$ cat src/rtl/pcl_pkg.sv
package pcl_pkg;

    localparam int DEF_WORD_W = 12;
    localparam int DEF_NUM_CH = 12;

    typedef struct packed {
        logic dual;
        logic rev;
    } cfg_t;

    // Pair index written at a given step of the fill.
    function automatic int pair_of(input int step, input int npair, input logic rev);
        return rev ? (npair - 1 - step) : step;
    endfunction

endpackage

$ cat src/rtl/pcl_seq.sv
module pcl_seq
    import pcl_pkg::*;
#(
    parameter int NUM_PAIR = 6
) (
    input  logic                          clk,
    input  logic                          rst,
    input  logic                          start_i,
    input  cfg_t                          cfg_i,
    output logic                          commit_o,
    output logic                          wr_en_o,
    output logic [$clog2(NUM_PAIR+1)-1:0] pair_o,
    output cfg_t                          cfg_o,
    output logic                          xfer_o
);
    localparam int STEP_W = $clog2(NUM_PAIR + 1);

    logic              go_q;
    logic              busy_q;
    logic              xfer_q;
    logic [STEP_W-1:0] step_q;
    logic [STEP_W-1:0] step_eff;
    cfg_t              cfg_q;

    always_comb begin
        commit_o = go_q;
        cfg_o    = go_q ? cfg_i : cfg_q;
        wr_en_o  = go_q | busy_q;
        step_eff = go_q ? '0 : step_q;
        pair_o   = STEP_W'(pair_of(int'(step_eff), NUM_PAIR, cfg_o.rev));
        xfer_o   = xfer_q;
    end

    always_ff @(posedge clk) begin
        if (rst) begin
            go_q   <= 1'b0;
            busy_q <= 1'b0;
            xfer_q <= 1'b0;
            step_q <= '0;
            cfg_q  <= '0;
        end else begin
            go_q   <= start_i;
            xfer_q <= go_q;
            if (go_q) begin
                cfg_q  <= cfg_i;
                step_q <= STEP_W'(1);
                busy_q <= 1'b1;
            end else if (busy_q) begin
                step_q <= step_q + STEP_W'(1);
                if (step_q == STEP_W'(NUM_PAIR - 1)) begin
                    busy_q <= 1'b0;
                end
            end
        end
    end

endmodule

$ cat src/rtl/pcl_negcap.sv
module pcl_negcap #(
    parameter int WORD_W = 12
) (
    input  logic              clk,
    input  logic              rst,
    input  logic [WORD_W-1:0] bus_a_i,
    input  logic [WORD_W-1:0] bus_b_i,
    output logic [WORD_W-1:0] neg_a_o,
    output logic [WORD_W-1:0] neg_b_o
);
    always_ff @(negedge clk) begin
        if (rst) begin
            neg_a_o <= '0;
            neg_b_o <= '0;
        end else begin
            neg_a_o <= bus_a_i;
            neg_b_o <= bus_b_i;
        end
    end

endmodule

$ cat src/rtl/pcl_bank.sv
module pcl_bank
    import pcl_pkg::*;
#(
    parameter int WORD_W = 12,
    parameter int NUM_CH = 12
) (
    input  logic                              clk,
    input  logic                              rst,
    input  logic                              commit_i,
    input  logic                              wr_en_i,
    input  logic [$clog2(NUM_CH/2+1)-1:0]     pair_i,
    input  cfg_t                              cfg_i,
    input  logic [WORD_W-1:0]                 bus_a_i,
    input  logic [WORD_W-1:0]                 bus_b_i,
    input  logic [WORD_W-1:0]                 neg_a_i,
    input  logic [WORD_W-1:0]                 neg_b_i,
    output logic [NUM_CH*WORD_W-1:0]          codes_o
);
    localparam int CW = $clog2(NUM_CH);

    typedef logic [WORD_W-1:0] word_t;

    word_t          ch_q  [NUM_CH];
    word_t          ch_m  [NUM_CH];
    word_t          ch_n  [NUM_CH];
    word_t          out_q [NUM_CH];
    logic           pend_q;
    logic           pend_a_q;
    logic [CW-1:0]  pend_ch_q;
    logic [CW-1:0]  idx_e;
    logic [CW-1:0]  idx_o;

    assign idx_e = CW'(2 * int'(pair_i));
    assign idx_o = CW'(2 * int'(pair_i) + 1);

    // Fold the word caught on the last falling edge into its channel.
    always_comb begin
        for (int i = 0; i < NUM_CH; i++) begin
            ch_m[i] = ch_q[i];
        end
        if (pend_q) begin
            ch_m[pend_ch_q] = pend_a_q ? neg_a_i : neg_b_i;
        end
    end

    always_comb begin
        for (int i = 0; i < NUM_CH; i++) begin
            ch_n[i] = ch_m[i];
        end
        if (wr_en_i) begin
            if (cfg_i.dual) begin
                ch_n[idx_e] = bus_a_i;
                ch_n[idx_o] = bus_b_i;
            end else if (cfg_i.rev) begin
                ch_n[idx_o] = bus_b_i;
            end else begin
                ch_n[idx_e] = bus_a_i;
            end
        end
    end

    always_ff @(posedge clk) begin
        if (rst) begin
            for (int i = 0; i < NUM_CH; i++) begin
                ch_q[i]  <= '0;
                out_q[i] <= '0;
            end
            pend_q    <= 1'b0;
            pend_a_q  <= 1'b0;
            pend_ch_q <= '0;
        end else begin
            for (int i = 0; i < NUM_CH; i++) begin
                ch_q[i] <= ch_n[i];
                if (commit_i) begin
                    out_q[i] <= ch_m[i];
                end
            end
            pend_q    <= wr_en_i & ~cfg_i.dual;
            pend_a_q  <= cfg_i.rev;
            pend_ch_q <= cfg_i.rev ? idx_e : idx_o;
        end
    end

    for (genvar g = 0; g < NUM_CH; g++) begin : g_out
        assign codes_o[g*WORD_W +: WORD_W] = out_q[g];
    end

endmodule

$ cat src/rtl/pixel_chan_loader.sv
module pixel_chan_loader
    import pcl_pkg::*;
#(
    parameter int WORD_W = DEF_WORD_W,
    parameter int NUM_CH = DEF_NUM_CH
) (
    input  logic                     clk,
    input  logic                     rst,
    input  logic                     start_i,
    input  logic                     dir_i,
    input  logic                     dual_i,
    input  logic [WORD_W-1:0]        bus_a_i,
    input  logic [WORD_W-1:0]        bus_b_i,
    output logic [NUM_CH*WORD_W-1:0] codes_o,
    output logic                     xfer_o
);
    localparam int NUM_PAIR = NUM_CH / 2;
    localparam int PW       = $clog2(NUM_PAIR + 1);

    cfg_t              cfg_in;
    cfg_t              cfg_act;
    logic              commit;
    logic              wr_en;
    logic [PW-1:0]     pair;
    logic [WORD_W-1:0] neg_a;
    logic [WORD_W-1:0] neg_b;

    assign cfg_in = '{dual: dual_i, rev: dir_i};

    pcl_seq #(.NUM_PAIR(NUM_PAIR)) u_seq (
        .clk      (clk),
        .rst      (rst),
        .start_i  (start_i),
        .cfg_i    (cfg_in),
        .commit_o (commit),
        .wr_en_o  (wr_en),
        .pair_o   (pair),
        .cfg_o    (cfg_act),
        .xfer_o   (xfer_o)
    );

    pcl_negcap #(.WORD_W(WORD_W)) u_neg (
        .clk     (clk),
        .rst     (rst),
        .bus_a_i (bus_a_i),
        .bus_b_i (bus_b_i),
        .neg_a_o (neg_a),
        .neg_b_o (neg_b)
    );

    pcl_bank #(.WORD_W(WORD_W), .NUM_CH(NUM_CH)) u_bank (
        .clk      (clk),
        .rst      (rst),
        .commit_i (commit),
        .wr_en_i  (wr_en),
        .pair_i   (pair),
        .cfg_i    (cfg_act),
        .bus_a_i  (bus_a_i),
        .bus_b_i  (bus_b_i),
        .neg_a_i  (neg_a),
        .neg_b_i  (neg_b),
        .codes_o  (codes_o)
    );

endmodule

$ cat config.mk
export PLATFORM = sky130hd
export DESIGN_NAME = pixel_chan_loader
export DESIGN_NICKNAME = d
export VERILOG_FILES = /design/src/rtl/pcl_pkg.sv /design/src/rtl/pcl_seq.sv /design/src/rtl/pcl_negcap.sv /design/src/rtl/pcl_bank.sv /design/src/rtl/pixel_chan_loader.sv
export SDC_FILE = /design/constraint.sdc
export NUM_CORES = 1
export LEC_CHECK = 0
export BUFFER_PORTS_ARGS = -buffer_cell sky130_fd_sc_hd__buf_2
export CAP_MARGIN = 20
export CORE_UTILIZATION = 35
export CTS_BUF_LIST = sky130_fd_sc_hd__clkbuf_16
export DETAILED_ROUTE_END_ITERATION = 16
export PLACE_DENSITY = 0.63
export RECOVER_POWER = 25
export SETUP_SLACK_MARGIN = 0.1
export SYNTH_ARGS = -nofsm -noshare
export SYNTH_HDL_FRONTEND = slang
export SYNTH_SLANG_ARGS = --single-unit
$ cat constraint.sdc
create_clock -name clk -period 3.18 [get_ports clk]
set_input_delay 0.636 -clock clk [delete_from_list [all_inputs] [get_ports clk]]
set_output_delay 0.636 -clock clk [all_outputs]
set_load 0.03 [all_outputs]
# Word-level counts from Yosys, hierarchy flattened
# Memories as Yosys holds them, arrays and structs flattened.
# Cells that the tools add are included.
[totals]
memories = 2
elab_cells = 114
mem_bits_rw = 288
regBits = 37
[op_classes]
bitwise = 30
order_cmp = 6
n_reduce_logical = 6
muxes = 54
n_addsub = 3
eq_ne = 1
[memory_table]
columns = ["memory", "depth", "word_bits", "rd", "rd_ports_with_merged_regs", "wr", "line_no", "rtl"]
rows = [
  ["u_bank.ch_q", 12, 12, 12, 0, 12, "pcl_bank.sv:23", "word_t ch_q [NUM_CH];"],
  ["u_bank.out_q", 12, 12, 12, 0, 12, "pcl_bank.sv:26", "word_t out_q [NUM_CH];"],
]
[op_table]
columns = ["operator", "count"]
rows = [
  ["144-bit bitwise mux", 4],
  ["144-bit 2-to-1 mux", 4],
  ["12-bit 2-to-1 mux", 28],
  ["12-bit demux with 4-bit select", 3],
  ["1-bit bitwise OR", 25],
  ["5-bit greater-or-equal comparator, second input constant", 3],
  ["5-bit by 1-bit < comparator with 1-bit output, second input constant", 3],
  ["4-bit inverter with 5-bit output", 3],
  ["1-bit 2-to-1 mux", 11],
  ["3-bit 2-to-1 mux", 2],
  ["4-bit by 1-bit adder with 4-bit output, second input constant", 1],
  ["4-bit 2-to-1 mux", 1],
  ["2-bit OR reduction", 2],
  ["3-bit by 1-bit adder with 3-bit output, second input constant", 1],
  ["3-bit == test, second input constant", 1],
  ["1-bit logical AND", 3],
  ["3-bit subtractor, first input constant", 1],
  ["2-bit 2-to-1 mux", 1],
  ["2-bit nonzero test", 1],
  ["1-bit bitwise AND", 1],
  ["1-bit inverter", 1],
]

# Longest topological paths before layout
[logic_depth]
word_depth = 14
mapped_depth = 8
ltp_nobuf = 5

# Hierarchy
# Synthesis repeated with hierarchy kept, for this count alone.
[unflattened]
cells_unflattened = 1185
hier_area_um2 = 13261.5
[modules_own_cells]
columns = ["mod", "seq_area_each_um2", "area_each_um2", "cells_per_inst", "instances"]
rows = [
  ["pcl_bank", 7327.0, 12185.4, 1097, 1],
  ["pcl_negcap", 480.5, 696.9, 51, 1],
  ["pcl_seq", 160.2, 379.1, 37, 1],
]

==> impl_summary.log <==
INFO  metric result_of_the_run = finished clean
INFO  metric cp-start-kind = flip-flop
INFO  metric synth_largest_type_area_fraction = 0.3187
INFO  metric synthesis.nets = 1256
INFO  metric seq_area_frac_synth = 0.5858
INFO  metric finalMaxSlewViolations = 0
INFO  metric synth_edf_count = 144
INFO  metric highest_cell_delay_on_the_worst_timing_path = 350 ps
INFO  metric final-setup-viol-count = 0
INFO  metric drive_above_1_share = 0.1802
INFO  metric io_pins = 174
INFO  metric fin_skew = 74.45 ps
INFO  metric clock_sink_count = 325
INFO  metric antenna_found_initial = 2
INFO  metric worst_setup_path_endpoint = u_bank.out_q[0][52]$_SDFFCE_PN0P_
INFO  metric clock_insertion_delay_worst_skew = 580 ps
INFO  metric grt_first_pass_wirelength = 58880 µm
INFO  metric crit_arrival = 3300 ps
INFO  metric worst_r2r_dst = u_bank.out_q[0][52]$_SDFFCE_PN0P_
INFO  metric cp_data_required_time = 3440 ps
INFO  metric total_negative_setup_slacks = 0 ps
INFO  metric critical-path-top-delay-family = multiplexers
INFO  metric max-clock-path-buffers = 3
INFO  metric globalRouteTotalUtil = 0.1981
INFO  metric cell_with_the_biggest_individual_delay_on_the_critical_path = sky130_fd_sc_hd__dfxtp_1
INFO  metric netlist-cell-type-count = 40
INFO  metric synthTopCellsByArea = sky130_fd_sc_hd__edfxtp_1, sky130_fd_sc_hd__dfxtp_1, sky130_fd_sc_hd__mux2_2, sky130_fd_sc_hd__mux2i_1, sky130_fd_sc_hd__nor2_1
INFO  metric gp_routability_congestion = 0.8444
INFO  metric die_h = 198.9 µm
INFO  metric synthesis.area = 13570 µm²
INFO  metric finalCoreUtilization = 0.4349
INFO  metric cts_tree = yes
INFO  metric worst_setup_hold_path_clk_slew = 60 ps
INFO  metric timing.critical_path.buf_inv = 0
INFO  metric area_enclosed_by_the_die_boundary = 39560 µm²
INFO  metric worstSetupEndpointType = flip-flop
INFO  metric min-delay-path-class = input port to flip-flop
INFO  metric number_of_buffers_created_by_cts = 35
INFO  metric p_total = 9.915 mW
INFO  metric ff2ff_path_depth = 3
INFO  metric synth_flop_cell = sky130_fd_sc_hd__dfxtp_1
INFO  metric max_cap_violations = 0
INFO  metric placement.io_buffers = 173
INFO  metric yosys_register_bits = 325
INFO  metric n_fill_cell = 3646
INFO  metric worst_slew_margin_rel = 0.03138
INFO  metric routed-via-count = 10290
INFO  metric cellLeakagePower = 6.111 nW
INFO  metric num-nets-final = 1459
INFO  metric cellPowerDensity = 601.0 nW/µm²
INFO  metric routed_wl = 39320 µm
INFO  metric start_util = 0.3577
INFO  metric postSynth.asyncResetShare = 0
INFO  metric cts_root_buffer = sky130_fd_sc_hd__clkbuf_16
INFO  metric syn-instance-count = 1225
INFO  metric yosys_warnings = 0
INFO  metric drt-wirelength-per-cell = 20.01 µm
INFO  metric worst_setup_path_startpoint = u_neg.neg_b_o[4]$_SDFF_NP0_
INFO  metric rows = 71
INFO  metric tightestPinTransition = 1453 ps
INFO  metric reg2reg_setup_slack = 140 ps
INFO  metric overflow = 0
INFO  metric core_area = 37930 µm²
INFO  metric worstSetupPathDepth = 3
INFO  metric final_cell_count_no_fill = 1965
INFO  metric rsz0062_at_grt = no
INFO  metric crit_chain = mux2_2 -> mux2_2 -> and2_1
INFO  metric synth.top_cells.by_count = sky130_fd_sc_hd__dfxtp_1, sky130_fd_sc_hd__nor2_1, sky130_fd_sc_hd__edfxtp_1, sky130_fd_sc_hd__nand2_1, sky130_fd_sc_hd__mux2_2
INFO  metric numPlacedInstances = 1879
INFO  metric drc = 0
INFO  metric post_dp_cell_area = 15360 µm²
INFO  metric final-hold-violation-count = 0
INFO  metric final-seq-area = 7948 µm²
INFO  metric detail-route-antenna-nets = 0
INFO  metric launch_point_of_the_worst_reg_to_reg_path = u_neg.neg_b_o[4]$_SDFF_NP0_
INFO  metric post-synth-top-count-cell = sky130_fd_sc_hd__dfxtp_1
INFO  metric path_common_cell = sky130_fd_sc_hd__mux2_2
INFO  metric post_cts_hold_buffer_count = 0
INFO  metric synth_top_cell_by_area = sky130_fd_sc_hd__edfxtp_1
INFO  metric dr.first_iter.drc_count = 836
INFO  metric htree_levels = 2
INFO  metric peak_vdd_ir = 0.0004600 V
INFO  metric viasPerCell = 5.239
INFO  metric num_antenna_cells = 0
INFO  metric pin_count_of_the_biggest_net_entering_global_routing = 90
INFO  metric chipWidth = 198.9 µm
INFO  metric detailed_router_iteration_count_before_antenna_repair = 8
INFO  metric number_of_global_route_vias_before_repair = 9722
INFO  metric final_non_filler_cell_area = 16500 µm²
INFO  metric mapped_avg_cell_area = 11.08 µm²
INFO  metric pre_cts_ws = 84.05 ps
INFO  metric critical_path.max_fanout = 4
INFO  metric area_growth_syn_to_layout = 21.59%
INFO  metric worst-setup-path-type = flip-flop to flip-flop
INFO  metric post-dp-hpwl = 26220 µm
INFO  metric setup_ws = 138.3 ps
INFO  metric hold_slack = 366.1 ps
INFO  metric area_of_the_multi_input_gates = 5210 µm²
kinds of logic (layout without fill, tap and decap cells):
kind of cell | after synthesis | in the layout | synth area share
AND/OR/NAND/NOR | 379 | 379 | 0.1309
flip-flops | 325 | 325 | 0.5858
AO/OA/AOI/OAI | 258 | 258 | 0.1275
multiplexers | 147 | 147 | 0.1163
buffers and inverters | 110 | 339 | 0.03513
XOR/XNOR | 4 | 4 | 0.002583
adder cells (fa/ha/maj) | 2 | 2 | 0.001844
layout make-up:
cell class              instances  area share
clock buffers                  37     0.05612
clock inverters                50     0.02184
well taps                     511     0.03876
inverters                       4   0.0009101
multi-input cells             790      0.3158
flip-flops and latches        325      0.4818
repair buffers                248     0.08479
metal layers:
layer	routed length [µm]	part of all wire	GRT usage
met1	17680	0.45	0.2786
met2	17090	0.43	0.2942
met3	3258	0.083	0.04578
met4	1264	0.032	0.07407
met5	31	0.00079	0
placed cells by master, fill, tap and decap left out, types with 8 or more instances in the layout:
cell,instances
sky130_fd_sc_hd__and2_1,50
sky130_fd_sc_hd__a21oi_1,79
sky130_fd_sc_hd__buf_2,30
sky130_fd_sc_hd__inv_1,36
sky130_fd_sc_hd__nor2b_1,29
sky130_fd_sc_hd__edfxtp_1,144
sky130_fd_sc_hd__buf_12,12
sky130_fd_sc_hd__mux2i_1,62
sky130_fd_sc_hd__dfxtp_1,181
sky130_fd_sc_hd__nor2_1,162
sky130_fd_sc_hd__mux2_2,85
sky130_fd_sc_hd__buf_4,62
sky130_fd_sc_hd__o211ai_1,24
sky130_fd_sc_hd__clkbuf_16,37
sky130_fd_sc_hd__clkbuf_1,142
sky130_fd_sc_hd__a211o_1,48
sky130_fd_sc_hd__o21ai_0,28
sky130_fd_sc_hd__nand2_1,104
sky130_fd_sc_hd__a211oi_1,67
sky130_fd_sc_hd__a211oi_2,8
registers in the layout (all words and copies together) (netlist names):
register          count
u_neg.neg_b_o        12
u_bank.pend_ch_q      4
u_seq.xfer_o          1
u_seq.cfg_q           1
u_neg.neg_a_o        12
u_bank.out_q        144
u_bank.pend_q         1
u_bank.ch_q         144
u_seq.step_q          3
u_seq.commit_o        1
u_seq.busy_q          1
u_bank.pend_a_q       1
report_power, final:
| part | internal, mW | switching [mW] |
|---|---|---|
| logic | 0.273 | 0.637 |
| clock network | 2.63 | 1.75 |
| registers | 4.53 | 0.0901 |
| total | 7.44 | 2.48 |
how the worst min path moves through the flow:
stage / start / end / slack, ps / cells past startpoint
finish: start_i / u_seq.commit_o$_SDFF_PP0_ / 370 / 2
detailed placement: u_bank.ch_q[0][77]$_SDFF_PP0_ / u_bank.ch_q[0][77]$_SDFF_PP0_ / 570 / 2
CTS: start_i / u_seq.commit_o$_SDFF_PP0_ / 370 / 2
global route: start_i / u_seq.commit_o$_SDFF_PP0_ / 360 / 2
global placement: u_bank.ch_q[0][61]$_SDFF_PP0_ / u_bank.ch_q[0][61]$_SDFF_PP0_ / 560 / 2
floorplan: u_seq.cfg_q[1]$_SDFF_PP0_ / u_bank.pend_q$_SDFF_PP0_ / 520 / 3
timing repair:
action	in CTS	in global routing
hold endpoints to repair	0	0
gates cloned	0	0
setup buffers	0	0
resized for setup	1	8
endpoints found under the setup margin	2	9
No activity file was read; power rests on OpenSTA's default activity.
